### config.mk
export PLATFORM = sky130hd
export DESIGN_NAME = irq_gather_ctrl
export DESIGN_NICKNAME = d
export VERILOG_FILES = /design/src/rtl/irq_gather_pkg.sv /design/src/rtl/irq_gather_decode.sv /design/src/rtl/irq_gather_prio.sv /design/src/rtl/irq_gather_core.sv /design/src/rtl/irq_gather_ctrl.sv
export SDC_FILE = /design/constraint.sdc
export NUM_CORES = 1
export LEC_CHECK = 0
export BUFFER_PORTS_ARGS = -buffer_cell sky130_fd_sc_hd__buf_2
export CAP_MARGIN = 30
export CORE_ASPECT_RATIO = 1.2
export CORE_MARGIN = 4
export CORE_UTILIZATION = 50
export CTS_CLUSTER_SIZE = 12
export DETAILED_ROUTE_END_ITERATION = 8
export HOLD_SLACK_MARGIN = 0.12
export PLACE_DENSITY = 0.81
export SLEW_MARGIN = 0
export SYNTH_ARGS = -nofsm -noshare
export SYNTH_HDL_FRONTEND = slang
export SYNTH_SLANG_ARGS = --single-unit
### constraint.sdc
create_clock -name clk -period 5.7 [get_ports clk]
set_input_delay 0.57 -clock clk [delete_from_list [all_inputs] [get_ports clk]]
set_output_delay 0.57 -clock clk [all_outputs]
set_load 0.05 [all_outputs]
### src/rtl/irq_gather_pkg.sv
package irq_gather_pkg;

  typedef enum logic [1:0] {
    RD_NONE,
    RD_STATUS,
    RD_MASK,
    RD_ENABLE
  } rdSel_e;

  typedef struct packed {
    logic   wrStatus;
    logic   wrMask;
    logic   wrEnable;
    rdSel_e rdSel;
  } regStrobe_t;

endpackage

### src/rtl/irq_gather_decode.sv
module irq_gather_decode
  import irq_gather_pkg::*;
#(
  parameter int              ADDR_W   = 12,
  parameter logic [ADDR_W-1:0] STAT_OFS = 12'h500,
  parameter logic [ADDR_W-1:0] MASK_OFS = 12'h504,
  parameter logic [ADDR_W-1:0] EN_OFS   = 12'h508
) (
  input  logic              clk,
  input  logic              rst_n,
  input  logic [ADDR_W-1:0] regAddr,
  input  logic              regWrEn,
  output regStrobe_t        strobe
);

  always_comb begin
    strobe = '0;
    strobe.rdSel = RD_NONE;
    unique case (regAddr)
      STAT_OFS: begin
        strobe.rdSel    = RD_STATUS;
        strobe.wrStatus = regWrEn;
      end
      MASK_OFS: begin
        strobe.rdSel  = RD_MASK;
        strobe.wrMask = regWrEn;
      end
      EN_OFS: begin
        strobe.rdSel    = RD_ENABLE;
        strobe.wrEnable = regWrEn;
      end
      default: ;
    endcase
  end

  // at most one register written per cycle, and only under the strobe
  assert_one_target_R10: assert property (@(posedge clk) disable iff (!rst_n)
    $onehot0({strobe.wrStatus, strobe.wrMask, strobe.wrEnable}));
  assert_write_gated_R10: assert property (@(posedge clk) disable iff (!rst_n)
    !regWrEn |-> !(strobe.wrStatus || strobe.wrMask || strobe.wrEnable));

endmodule

### src/rtl/irq_gather_prio.sv
module irq_gather_prio #(
  parameter int NUM_SRC = 27,
  parameter int VEC_W   = $clog2(NUM_SRC)
) (
  input  logic [NUM_SRC-1:0] pend,
  output logic [VEC_W-1:0]   vec,
  output logic               vecValid
);

  always_comb begin
    vec = '0;
    for (int i = NUM_SRC - 1; i >= 0; i--) begin
      if (pend[i]) vec = VEC_W'(i);
    end
  end

  assign vecValid = |pend;

endmodule

### src/rtl/irq_gather_core.sv
module irq_gather_core
  import irq_gather_pkg::*;
#(
  parameter int                 NUM_SRC  = 27,
  parameter int                 DATA_W   = 32,
  parameter int                 VEC_W    = $clog2(NUM_SRC),
  parameter logic [NUM_SRC-1:0] SRC_IMPL = 27'h600_02FF
) (
  input  logic               clk,
  input  logic               rst_n,
  input  regStrobe_t         strobe,
  input  logic [NUM_SRC-1:0] srcIn,
  input  logic [DATA_W-1:0]  regWrData,
  output logic [DATA_W-1:0]  regRdData,
  output logic               irqOut,
  output logic [VEC_W-1:0]   irqVec,
  output logic               irqVecValid
);

  localparam int PAD_W = DATA_W - NUM_SRC;

  logic [NUM_SRC-1:0] status, mask, pend, setVec, clrVec;
  logic               globalEn;

  assign setVec = srcIn & SRC_IMPL;
  assign clrVec = strobe.wrStatus ? regWrData[NUM_SRC-1:0] : '0;

  always_ff @(posedge clk or negedge rst_n) begin
    if (!rst_n) begin
      status   <= '0;
      mask     <= '0;
      globalEn <= 1'b0;
    end else begin
      status <= (status & ~clrVec) | setVec;
      if (strobe.wrMask)   mask     <= regWrData[NUM_SRC-1:0];
      if (strobe.wrEnable) globalEn <= regWrData[0];
    end
  end

  generate
    if (PAD_W > 0) begin : g_pad
      logic unusedHighBits;
      assign unusedHighBits = ^regWrData[DATA_W-1:NUM_SRC];
    end
  endgenerate

  assign pend = status & mask;

  irq_gather_prio #(.NUM_SRC(NUM_SRC), .VEC_W(VEC_W)) i_prio (
    .pend    (pend),
    .vec     (irqVec),
    .vecValid(irqVecValid)
  );

  assign irqOut = irqVecValid & globalEn;

  always_comb begin
    regRdData = '0;
    unique case (strobe.rdSel)
      RD_STATUS: regRdData[NUM_SRC-1:0] = status;
      RD_MASK:   regRdData[NUM_SRC-1:0] = mask;
      RD_ENABLE: regRdData[0]           = globalEn;
      default:   ;
    endcase
  end

  // absent positions never hold a one
  assert_sparse_status_R3: assert property (@(posedge clk) disable iff (!rst_n)
    (status & ~SRC_IMPL) == '0);
  // acknowledged bits with no competing event are clear next cycle
  assert_ack_clears_R4: assert property (@(posedge clk) disable iff (!rst_n)
    1'b1 |=> (status & $past(clrVec & ~setVec)) == '0);
  // an event always lands, even against an acknowledge
  assert_event_wins_R5: assert property (@(posedge clk) disable iff (!rst_n)
    1'b1 |=> (status & $past(setVec)) == $past(setVec));
  // line only with enable and a pending bit
  assert_line_gated_R8: assert property (@(posedge clk) disable iff (!rst_n)
    irqOut |-> (globalEn && pend != '0));
  // vector names a pending bit with none below it
  assert_vec_lowest_R9: assert property (@(posedge clk) disable iff (!rst_n)
    irqVecValid |-> (pend[irqVec] &&
      ((pend & ((NUM_SRC'(1) << irqVec) - NUM_SRC'(1))) == '0)));
  assert_vec_idle_R9: assert property (@(posedge clk) disable iff (!rst_n)
    !irqVecValid |-> (irqVec == '0 && !irqOut));

endmodule

### src/rtl/irq_gather_ctrl.sv
module irq_gather_ctrl
  import irq_gather_pkg::*;
#(
  parameter int                 NUM_SRC  = 27,
  parameter int                 ADDR_W   = 12,
  parameter int                 DATA_W   = 32,
  parameter logic [NUM_SRC-1:0] SRC_IMPL = 27'h600_02FF,
  localparam int                VEC_W    = $clog2(NUM_SRC)
) (
  input  logic               clk,
  input  logic               rst_n,
  input  logic [NUM_SRC-1:0] srcIn,
  input  logic [ADDR_W-1:0]  regAddr,
  input  logic               regWrEn,
  input  logic [DATA_W-1:0]  regWrData,
  output logic [DATA_W-1:0]  regRdData,
  output logic               irqOut,
  output logic [VEC_W-1:0]   irqVec,
  output logic               irqVecValid
);

  regStrobe_t strobe;

  irq_gather_decode #(
    .ADDR_W  (ADDR_W),
    .STAT_OFS(ADDR_W'(12'h500)),
    .MASK_OFS(ADDR_W'(12'h504)),
    .EN_OFS  (ADDR_W'(12'h508))
  ) i_decode (
    .clk    (clk),
    .rst_n  (rst_n),
    .regAddr(regAddr),
    .regWrEn(regWrEn),
    .strobe (strobe)
  );

  irq_gather_core #(
    .NUM_SRC (NUM_SRC),
    .DATA_W  (DATA_W),
    .VEC_W   (VEC_W),
    .SRC_IMPL(SRC_IMPL)
  ) i_core (
    .clk        (clk),
    .rst_n      (rst_n),
    .strobe     (strobe),
    .srcIn      (srcIn),
    .regWrData  (regWrData),
    .regRdData  (regRdData),
    .irqOut     (irqOut),
    .irqVec     (irqVec),
    .irqVecValid(irqVecValid)
  );

endmodule

==> flow_metrics.tcl, run 1 <==
set metrics [dict create \
    grt_start_max_net_pins 56 \
    initial_core_util_pct 52.2 \
    dieWidth_um 78.5 \
    synth_commonest_cells "dfrtp_1 (55), nor2_1 (43), a22oi_1 (29), mux2_2 (27), nand2_1 (22)" \
    finalSetupViolCount 0 \
    cts_setup_buffers 0 \
    slew_viol_final 0 \
    antenna_found_initial 0 \
    setup_tns_ns 0 \
    crit_required_ns 5.13 \
    cts_hold_buf 0 \
    synthTopCellsByArea "dfrtp_1 (46%), mux2_2 (10%), a22oi_1 (7.3%)" \
    p_total_mw 0.636 \
    rsz0062_at_grt "false" \
    syn_inst 292 \
    synth_top_area_cell "dfrtp_1" \
    wl_per_cell_um 16.0 \
    grt_pass1_wl_um 11800 \
    period_share_pct 57.5 \
    die-area_mm2 0.00726 \
    ctsResizeCount 0 \
    io_buffers 86 \
    cp_max_fo 26 \
    drive_gt1_share_pct 34.2 \
    ys_types 42 \
    ys_warn_count 0 \
    ir_worst_vdd_mv 0.0871 \
    grtUsageMet3_pct 3.40 \
    slew_headroom_pct 41.2 \
    cp.arrival_ns 2.71 \
    synth.most_common_cell "dfrtp_1" \
    ys_seq_elements 55 \
    avgSynthCellArea_um2 10.2 \
    min_path_type "primary input to asynchronous set/reset pin" \
    hold_viol 0 \
    use_met1_pct 25.6 \
    cts_num_sinks 55 \
    crit_chain "buf_2, nor4b_2, nand4b_1, inv_1, nand2_1, ha_1, nor2_1, buf_2" \
    async_flop_share_pct 100 \
    hpwl_um 5450 \
    period_needed_ns 3.28 \
    finalClockSkew_ns 0 \
    p_per_area_mw_per_mm2 180 \
    slowest_delay_ns 0.88 \
    worst_slew_pin_slew_ns 0.881 \
    final_nets 453 \
    yosysTopAreaCellShare_pct 46.2 \
    grt_pass1_vias 2568 \
    cts_tree "done" \
    fp.coreArea_mm2 0.00571 \
    synth-edff-count 0 \
    ant_nets 0 \
    worstSkewPairLatency_ns 0.30 \
    drcViolationCount 0 \
    startpoint_type "primary input" \
    whs_ns 0.399 \
    h-tree-depth 2 \
    num_antenna_cells 0 \
    cp_slowest_cell "ha_1" \
    drt_iter0_drc 172 \
    drt_pre_antenna_iters 4 \
    syn_area_mm2 0.00298 \
    grtUsageMet2_pct 36.7 \
    die_h_um 92.6 \
    grt_usage_pct 20.5 \
    cts_max_path_buffers 2 \
    leakagePower_nw 1.76 \
    overflow 0 \
    run_status "completed" \
    path_class "primary input to primary output" \
    io_pins 113 \
    grt-busiest-layer "met2" \
    fmax_mhz 305 \
    gp_congestion 0.818 \
    worst_setup_path_end_kind "primary output" \
    ys.flop_type "dfrtp_1" \
    cts_buffers 5 \
    cap_violations 0 \
    cts_root_buf "clkbuf_8" \
    core.rowCount 30 \
    ys_seq_area_share_pct 46.2 \
    cpMostUsedCell "buf_2" \
    clkTransAtPathRegs_ns 0.09 \
    vias 2562 \
    syn_to_final_growth_pct 18.6 \
    vias_per_cell 5.64 \
    drt_wl_total_um 7260 \
]
-- sequential cells by signal, summed over array words and instances (netlist names) --
register and flops:
i_core.globalEn 1, i_core.mask 27, i_core.status 27
-- per-stage QoR --
stage                     setup WS [ns]  cell area (um^2)  utilization, %  std cells
after floorplan                    2.41              2990               -        296
after global placement             2.13              3420            59.9        445
after detailed placement           2.40              3460            60.7        448
after CTS                          2.40              3530            61.9        454
after global routing               2.18              3530            61.9        454
final                              2.42              3530            61.9        454
-- metal layers --
layer	vias up	wire length, um
met3	5	465
met1	1242	2960
li1	1219	-
met2	96	3770
met4	0	63
met5	-	0
-- where the power goes --
part / internal [mW] / switching, mW
sequential: 0.391 / 0.000905
clock: 0.0823 / 0.113
combinational: 0.0179 / 0.0316
-- layout by cell type (no fill, tap or decap), types with 2 or more instances in the layout --
cell type / n
a21boi_0: 17
a21oi_1: 5
a222oi_1: 2
a22o_1: 9
a22oi_1: 29
a31oi_1: 14
a32o_1: 3
a32oi_1: 2
buf_2: 86
buf_8: 3
clkbuf_8: 5
conb_1: 5
dfrtp_1: 55
ha_1: 4
inv_1: 13
mux2_2: 27
nand2_1: 22
nand2b_1: 2
nand3_1: 3
nor2_1: 43
nor2b_1: 2
nor4_1: 2
-- worst max-delay path: cells and delay by family --
kind	cells	cell delay, ns
AND/OR/NAND/NOR	4	0.75
buffers and inverters	3	0.50
adder cells (fa/ha/maj)	1	0.88
-- layout make-up --
type | count | area, um^2
well taps | 80 | 100
fillers | 523 | 2170
clock buffers | 6 | 72.6
repair buffers | 90 | 483
multi-input cells | 209 | 1450
inverters | 14 | 52.6
flip-flops and latches | 55 | 1380
-- logic make-up (layout without fill, tap and decap cells) --
| family | count (synthesis) | after routing | share of synthesized area, % |
|---|---|---|---|
| fa+ha+maj | 4 | 4 | 1.68 |
| simple gates | 82 | 82 | 13.1 |
| flops | 55 | 55 | 46.2 |
| mux | 28 | 28 | 10.7 |
| xor+xnor | 1 | 1 | 0.294 |
| other cells | 1 | 5 | 0.126 |
| compound gates | 89 | 89 | 22.3 |
| buf+inv | 32 | 110 | 5.67 |
-- path summary, 6_finish.rpt --
| kind | start | end | slack [ns] | cells past startpoint |
|---|---|---|---|---|
| max in group asynchronous | rst_n | i_core.status[21]$_DFF_PN0_ | 4.86 | 2 |
| hold / removal | rst_n | i_core.globalEn$_DFFE_PN0P_ | 0.40 | 2 |
| hold reg to reg | i_core.mask[12]$_DFFE_PN0P_ | i_core.mask[12]$_DFFE_PN0P_ | 0.55 | 1 |
| setup reg to reg | i_core.mask[8]$_DFFE_PN0P_ | i_core.mask[8]$_DFFE_PN0P_ | 4.88 | 1 |
| min in group clk | regWrData[7] | i_core.status[7]$_DFF_PN0_ | 0.45 | 2 |
| setup / recovery | regAddr[7] | regRdData[4] | 2.42 | 8 |
Note: power is estimated with default switching activity, not from simulation.
==> inputs of run 2 (changes only) <==
ABC_AREA = 1   (was unset)
CORE_UTILIZATION = 49   (was 50)
PLACE_DENSITY = 0.8   (was 0.81)
clock period = 3.2 ns   (was 5.7 ns; I/O delays follow)
==> run 2 against run 1 <==
Effect of this change: sequential power increased by 78%; highest routed layer unchanged; synthesized cell count increased by 46%; critical path type is now register to primary output; hold slack got worse by 0.29 ns; largest power group unchanged; combinational power increased by 84%; flip-flop and latch count unchanged; critical endpoint is now irqVec[0].
==> flow_metrics.tcl, run 2 <==
set metrics [dict create \
    run_status "completed" \
    clkTransAtPathRegs_ns 0.09 \
    cts_hold_buf 0 \
    slew_viol_final 0 \
    async_flop_share_pct 100 \
    drt_wl_total_um 7370 \
    slew_headroom_pct 43.1 \
    io_pins 113 \
    cts_max_path_buffers 2 \
    grt_start_max_net_pins 39 \
    grt_pass1_wl_um 12600 \
    cp.arrival_ns 2.35 \
    rsz0062_at_grt "false" \
    core.rowCount 30 \
    ant_nets 0 \
    r2r_start "i_core.mask[8]$_DFFE_PN0P_" \
    dieWidth_um 79.4 \
    cp_max_fo 3 \
    synth_top_area_cell "dfrtp_1" \
    vias 2932 \
    ys_types 23 \
    final_common_cell "nand2_1" \
    drt_iter0_drc 160 \
    antenna_found_initial 0 \
    reg.largest.list "i_core.mask x27, i_core.status x27, i_core.globalEn x1" \
    drt_pre_antenna_iters 4 \
    worstSkewPairLatency_ns 0.30 \
    grt_usage_pct 21.4 \
    final_nets 590 \
    cp-endpoint "irqVec[0]" \
    ys.flop_type "dfrtp_1" \
    worstRegToRegCells 2 \
    io_buffers 86 \
    setup_tns_ns 0 \
    syn_to_final_growth_pct 19.9 \
    period_share_pct 83.3 \
    leakagePower_nw 2.09 \
    yosysTopAreaCellShare_pct 45.9 \
    vias_per_cell 4.94 \
    cts_buffers 5 \
    ys_seq_elements 55 \
    avgSynthCellArea_um2 7.02 \
    regToRegEndpoint "i_core.mask[8]$_DFFE_PN0P_" \
    h-tree-depth 2 \
    fmax_mhz 375 \
    ys_seq_area_share_pct 45.9 \
    cp-startpoint "i_core.mask[24]$_DFFE_PN0P_" \
    gp_congestion 0.815 \
    initial_core_util_pct 51.9 \
    drive_gt1_share_pct 21.2 \
    cts_root_buf "clkbuf_8" \
    syn_inst 427 \
    finalClockSkew_ns 0 \
    synth-edff-count 0 \
    fp.coreArea_mm2 0.00578 \
    num_antenna_cells 0 \
    hold_viol 0 \
    syn_area_mm2 0.00300 \
    wl_per_cell_um 12.4 \
    cap_violations 0 \
    dpl-instance-area_mm2 0.00351 \
    ctsResizeCount 0 \
    fillers 548 \
    layout_common_cells "nand2_1 (160), buf_2 (86), inv_1 (61)" \
    synthTopCellsByArea "dfrtp_1 (46%), nand2_1 (20%), o21ai_0 (9.0%)" \
    synth.most_common_cell "nand2_1" \
    r2r_slack_ns 2.47 \
    worst_setup_path_end_kind "primary output" \
    die_h_um 93.7 \
    min_path_type "primary input to asynchronous set/reset pin" \
    startpoint_type "register" \
    cts_num_sinks 55 \
    path_class "register to primary output" \
    ir_worst_vdd_mv 0.281 \
    crit_required_ns 2.88 \
    hpwl_um 5400 \
    drcViolationCount 0 \
    worst_slew_pin_slew_ns 0.851 \
    grt_pass1_vias 2918 \
    ys_warn_count 0 \
    cts_tree "done" \
    fin_util_pct 62.2 \
    period_needed_ns 2.67 \
    p_per_area_mw_per_mm2 322 \
    fin_area_mm2 0.00359 \
    finalSetupViolCount 0 \
    die-area_mm2 0.00744 \
    cts_setup_buffers 0 \
    synth_commonest_cells "nand2_1 (160), inv_1 (61), dfrtp_1 (55), o21ai_0 (54), a21oi_1 (29)" \
    overflow 0 \
]
## run 2: area by class of cell
type	count	area [um^2]	share of cell area [%]
Multi-Input combinational cell	293	1310	36.3
Clock inverter	1	5.00	0.139
Timing Repair Buffer	95	498	13.9
Clock buffer	7	76.3	2.12
Inverter	62	234	6.51
Tap cell	80	100	2.78
Sequential cell	55	1380	38.3
## run 2: worst min-delay path by stage
stage	from	endpoint	slack, ns	cells past startpoint
2_1_floorplan	rst_n	i_core.globalEn$_DFFE_PN0P_	0.02	0
3_3_place_gp	rst_n	i_core.status[15]$_DFF_PN0_	0.47	1
3_5_place_dp	rst_n	i_core.status[12]$_DFF_PN0_	0.48	1
4_1_cts	rst_n	i_core.mask[10]$_DFFE_PN0P_	0.14	1
5_1_grt	rst_n	i_core.status[16]$_DFF_PN0_	0.18	1
6_report	rst_n	i_core.status[15]$_DFF_PN0_	0.11	1
## run 2: where the power goes
part           leakage, nW  internal [mW]  switching [mW]
clock               0.0422          0.154           0.214
sequential           0.706          0.696         0.00124
combinational         1.34         0.0315          0.0597
total                 2.09          0.882           0.275
## run 2: routing by layer
metal	vias up	wire length, um	GRT usage (%)	part of all wire (%)
li1	1479	-	-	-
met1	1341	3150	26.3	43
met2	103	3630	37.9	49
met3	9	474	3.65	6.4
met4	0	111	6.73	1.5
met5	-	0	0	0
## run 2: per-stage QoR
stage / std cells / total power, mW / worst slack, ns / hold WS (ns)
2_1_floorplan: 431 / 0.755 / 0.193 / 0.0244
3_3_place_gp: 585 / 0.802 / 0.584 / 0.465
3_5_place_dp: 585 / 0.803 / 0.553 / 0.478
4_1_cts: 593 / 1.17 / 0.507 / 0.140
5_1_grt: 593 / 1.20 / 0.229 / 0.178
6_report: 593 / 1.16 / 0.534 / 0.108
## run 2: cell families after synthesis
kind of cell,share of synthesized area (%)
compound gates,15.6
fa+ha+maj,1.67
buf+inv,11.1
other cells,0.125
simple gates,25.6
flops,45.9
## run 2: critical path: stages (launching register included)
cell and delay (ns):
dfrtp_1 0.41, nand2_2 0.09, nand2_1 0.06, nand2_1 0.05
nand2_1 0.04, nand2_1 0.05, nand2_1 0.05, nand2_1 0.05
nand2_1 0.05, nand2_1 0.05, nand2_1 0.05, nand2_1 0.05
nand2_1 0.05, nand2_1 0.05, nand2_1 0.05, nand2_1 0.05
nand2_1 0.05, nand2_1 0.05, nand2_1 0.05, nand2_1 0.05
nand2_1 0.04, nand2_1 0.05, nand2_1 0.05, nand2_1 0.05
nand2_1 0.06, a21oi_2 0.11, buf_2 0.27
==> inputs of run 3 (changes only) <==
clock period = 2.65 ns   (was 3.2 ns; I/O delays follow)
==> run 3 against run 2 <==
Effect of this change: global-route usage fell by 0.55 points; cell area is 4.8% higher; first-iteration DRC count down 55%; die area stayed put; power increased by 32%; worst setup slack worse by 0.44 ns; clock skew is the same; non-clock buffer count rose by 4; critical path depth increased by 1; register-to-register slack got worse by 0.63 ns; count of clock-buffer cells in the layout down 1; via count up 0.10%; largest power group unchanged.
==> flow_metrics.tcl, run 3 (same netlist as run 2, synthesis figures left out) <==
set metrics [dict create \
    slew_viol_final 0 \
    dpl-instance-area_mm2 0.00361 \
    clkTransAtPathRegs_ns 0.10 \
    wl_per_cell_um 12.2 \
    fin_util_pct 65.2 \
    final_nets 594 \
    multi_input_area_mm2 0.00139 \
    p_total_mw 1.52 \
    io_pins 113 \
    cts_buffers 5 \
    crit_required_ns 2.38 \
    die_h_um 93.7 \
    cp_top_family "simple AND/OR/NAND/NOR gates" \
    hp-start "srcIn[7]" \
    fin_ws_ns 0.0887 \
    io_buffers 86 \
    cp_max_fo 3 \
    instances_no_fill 597 \
    hold_viol 0 \
    whs_ns 0.135 \
    cts_root_buf "clkbuf_8" \
    syn_to_final_growth_pct 25.6 \
    overflow 0 \
    vias_per_cell 4.92 \
    fin_area_mm2 0.00377 \
    worst_setup_path_end_kind "primary output" \
    grt_usage_pct 20.8 \
    cts_num_sinks 55 \
    cp.arrival_ns 2.30 \
    r2r_slack_ns 1.84 \
    min_path_type "primary input to register" \
    final_common_cell "nand2_1" \
    drt_wl_total_um 7290 \
    setup_tns_ns 0 \
    h-tree-depth 2 \
    cap_violations 0 \
    path_class "register to primary output" \
    cp-endpoint "irqVec[0]" \
    regToRegEndpoint "i_core.mask[24]$_DFFE_PN0P_" \
    layout_common_cells "nand2_1 (160), buf_2 (85), inv_1 (61)" \
    grt_start_max_net_pins 55 \
    die-area_mm2 0.00744 \
    cpMostUsedCell "nand2_1" \
    seqCellArea_mm2 0.00138 \
    slew_headroom_pct 63.6 \
    run_status "completed" \
    hpwl_um 5400 \
    finalSetupViolCount 0 \
    grt_pass1_vias 2882 \
    vias 2935 \
    drcViolationCount 0 \
    cp_slowest_cell "dfrtp_1" \
    dieWidth_um 79.4 \
    ir_worst_vdd_mv 0.305 \
    initial_core_util_pct 51.9 \
    rsz0062_at_grt "true" \
    cp-startpoint "i_core.mask[25]$_DFFE_PN0P_" \
    worst_slew_pin_slew_ns 0.546 \
    drive_gt1_share_pct 26.3 \
    core.rowCount 30 \
    reg.largest.list "i_core.mask x27, i_core.status x27, i_core.globalEn x1" \
    cts_max_path_buffers 2 \
    worstSkewPairLatency_ns 0.30 \
    dp_cells 585 \
    leakagePower_nw 2.13 \
    critPathBufInv 2 \
    fmax_mhz 390 \
    finalClockSkew_ns 0 \
    drt_iter0_drc 72 \
    period_share_pct 96.7 \
    startpoint_type "register" \
    slowest_delay_ns 0.39 \
    num_antenna_cells 0 \
    drt_pre_antenna_iters 4 \
    p_per_area_mw_per_mm2 405 \
    fp.coreArea_mm2 0.00578 \
    worstRegToRegCells 3 \
    place_ws_ns 0.224 \
    fillers 572 \
    gp_congestion 0.838 \
    cts_tree "done" \
    path_depth 27 \
    ant_nets 0 \
    r2r_start "i_core.mask[24]$_DFFE_PN0P_" \
    grt_pass1_wl_um 12400 \
    period_needed_ns 2.56 \
    antenna_found_initial 0 \
]
==> run 3: cell types whose count changed in the layout (fill, tap and decap cells not counted), sizes merged <==
cell	delta
buf	+3
bufinv	+1
clkbuf	-1
dlygate4sd3	+1
==> run 3: repair_timing <==
action                                  CTS  global route
gates resized for setup                   1             1
endpoints found under the setup margin    1             1
hold buffers                              1             0
hold endpoints to repair                 23             0
pin swaps                                 0             3
setup buffers                             0             3
==> run 3: worst min path at each step <==
stage,to,slack (ns),cells after the start
after CTS,i_core.status[7]$_DFF_PN0_,0.13,3
after global routing,i_core.status[1]$_DFF_PN0_,0.14,3
after detailed placement,i_core.mask[12]$_DFFE_PN0P_,0.28,1
final,i_core.status[7]$_DFF_PN0_,0.13,3
after floorplan,i_core.globalEn$_DFFE_PN0P_,-0.03,0
after global placement,i_core.status[12]$_DFF_PN0_,0.27,1
==> run 3: tightest hold or removal path: cells and delay by family <==
kind | cells | cell delay, ns
AND/OR/NAND/NOR | 1 | 0.05
buffers and inverters | 2 | 0.10
==> run 3: layout make-up <==
cell class                      count  share of cell area, %
Clock buffer                        6                   2.19
Clock inverter                      2                  0.930
Inverter                           62                   6.21
Multi-Input combinational cell    293                   36.9
Sequential cell                    55                   36.5
Tap cell                           80                   2.66
Timing Repair Buffer               99                   14.6
==> run 3: report_power, final <==
group | leakage (nW) | switching [mW] | internal (mW)
Sequential | 0.706 | 0.00149 | 0.840
Clock | 0.0612 | 0.264 | 0.306
Combinational | 1.36 | 0.0724 | 0.0397
Total | 2.13 | 0.338 | 1.19
==> run 3: routing by layer <==
| metal | global-route usage (%) | share of wire, % |
|---|---|---|
| met1 | 25.2 | 41 |
| met2 | 37.6 | 50 |
| met3 | 4.51 | 7.5 |
| met4 | 4.73 | 1.1 |
| met5 | 0 | 0 |
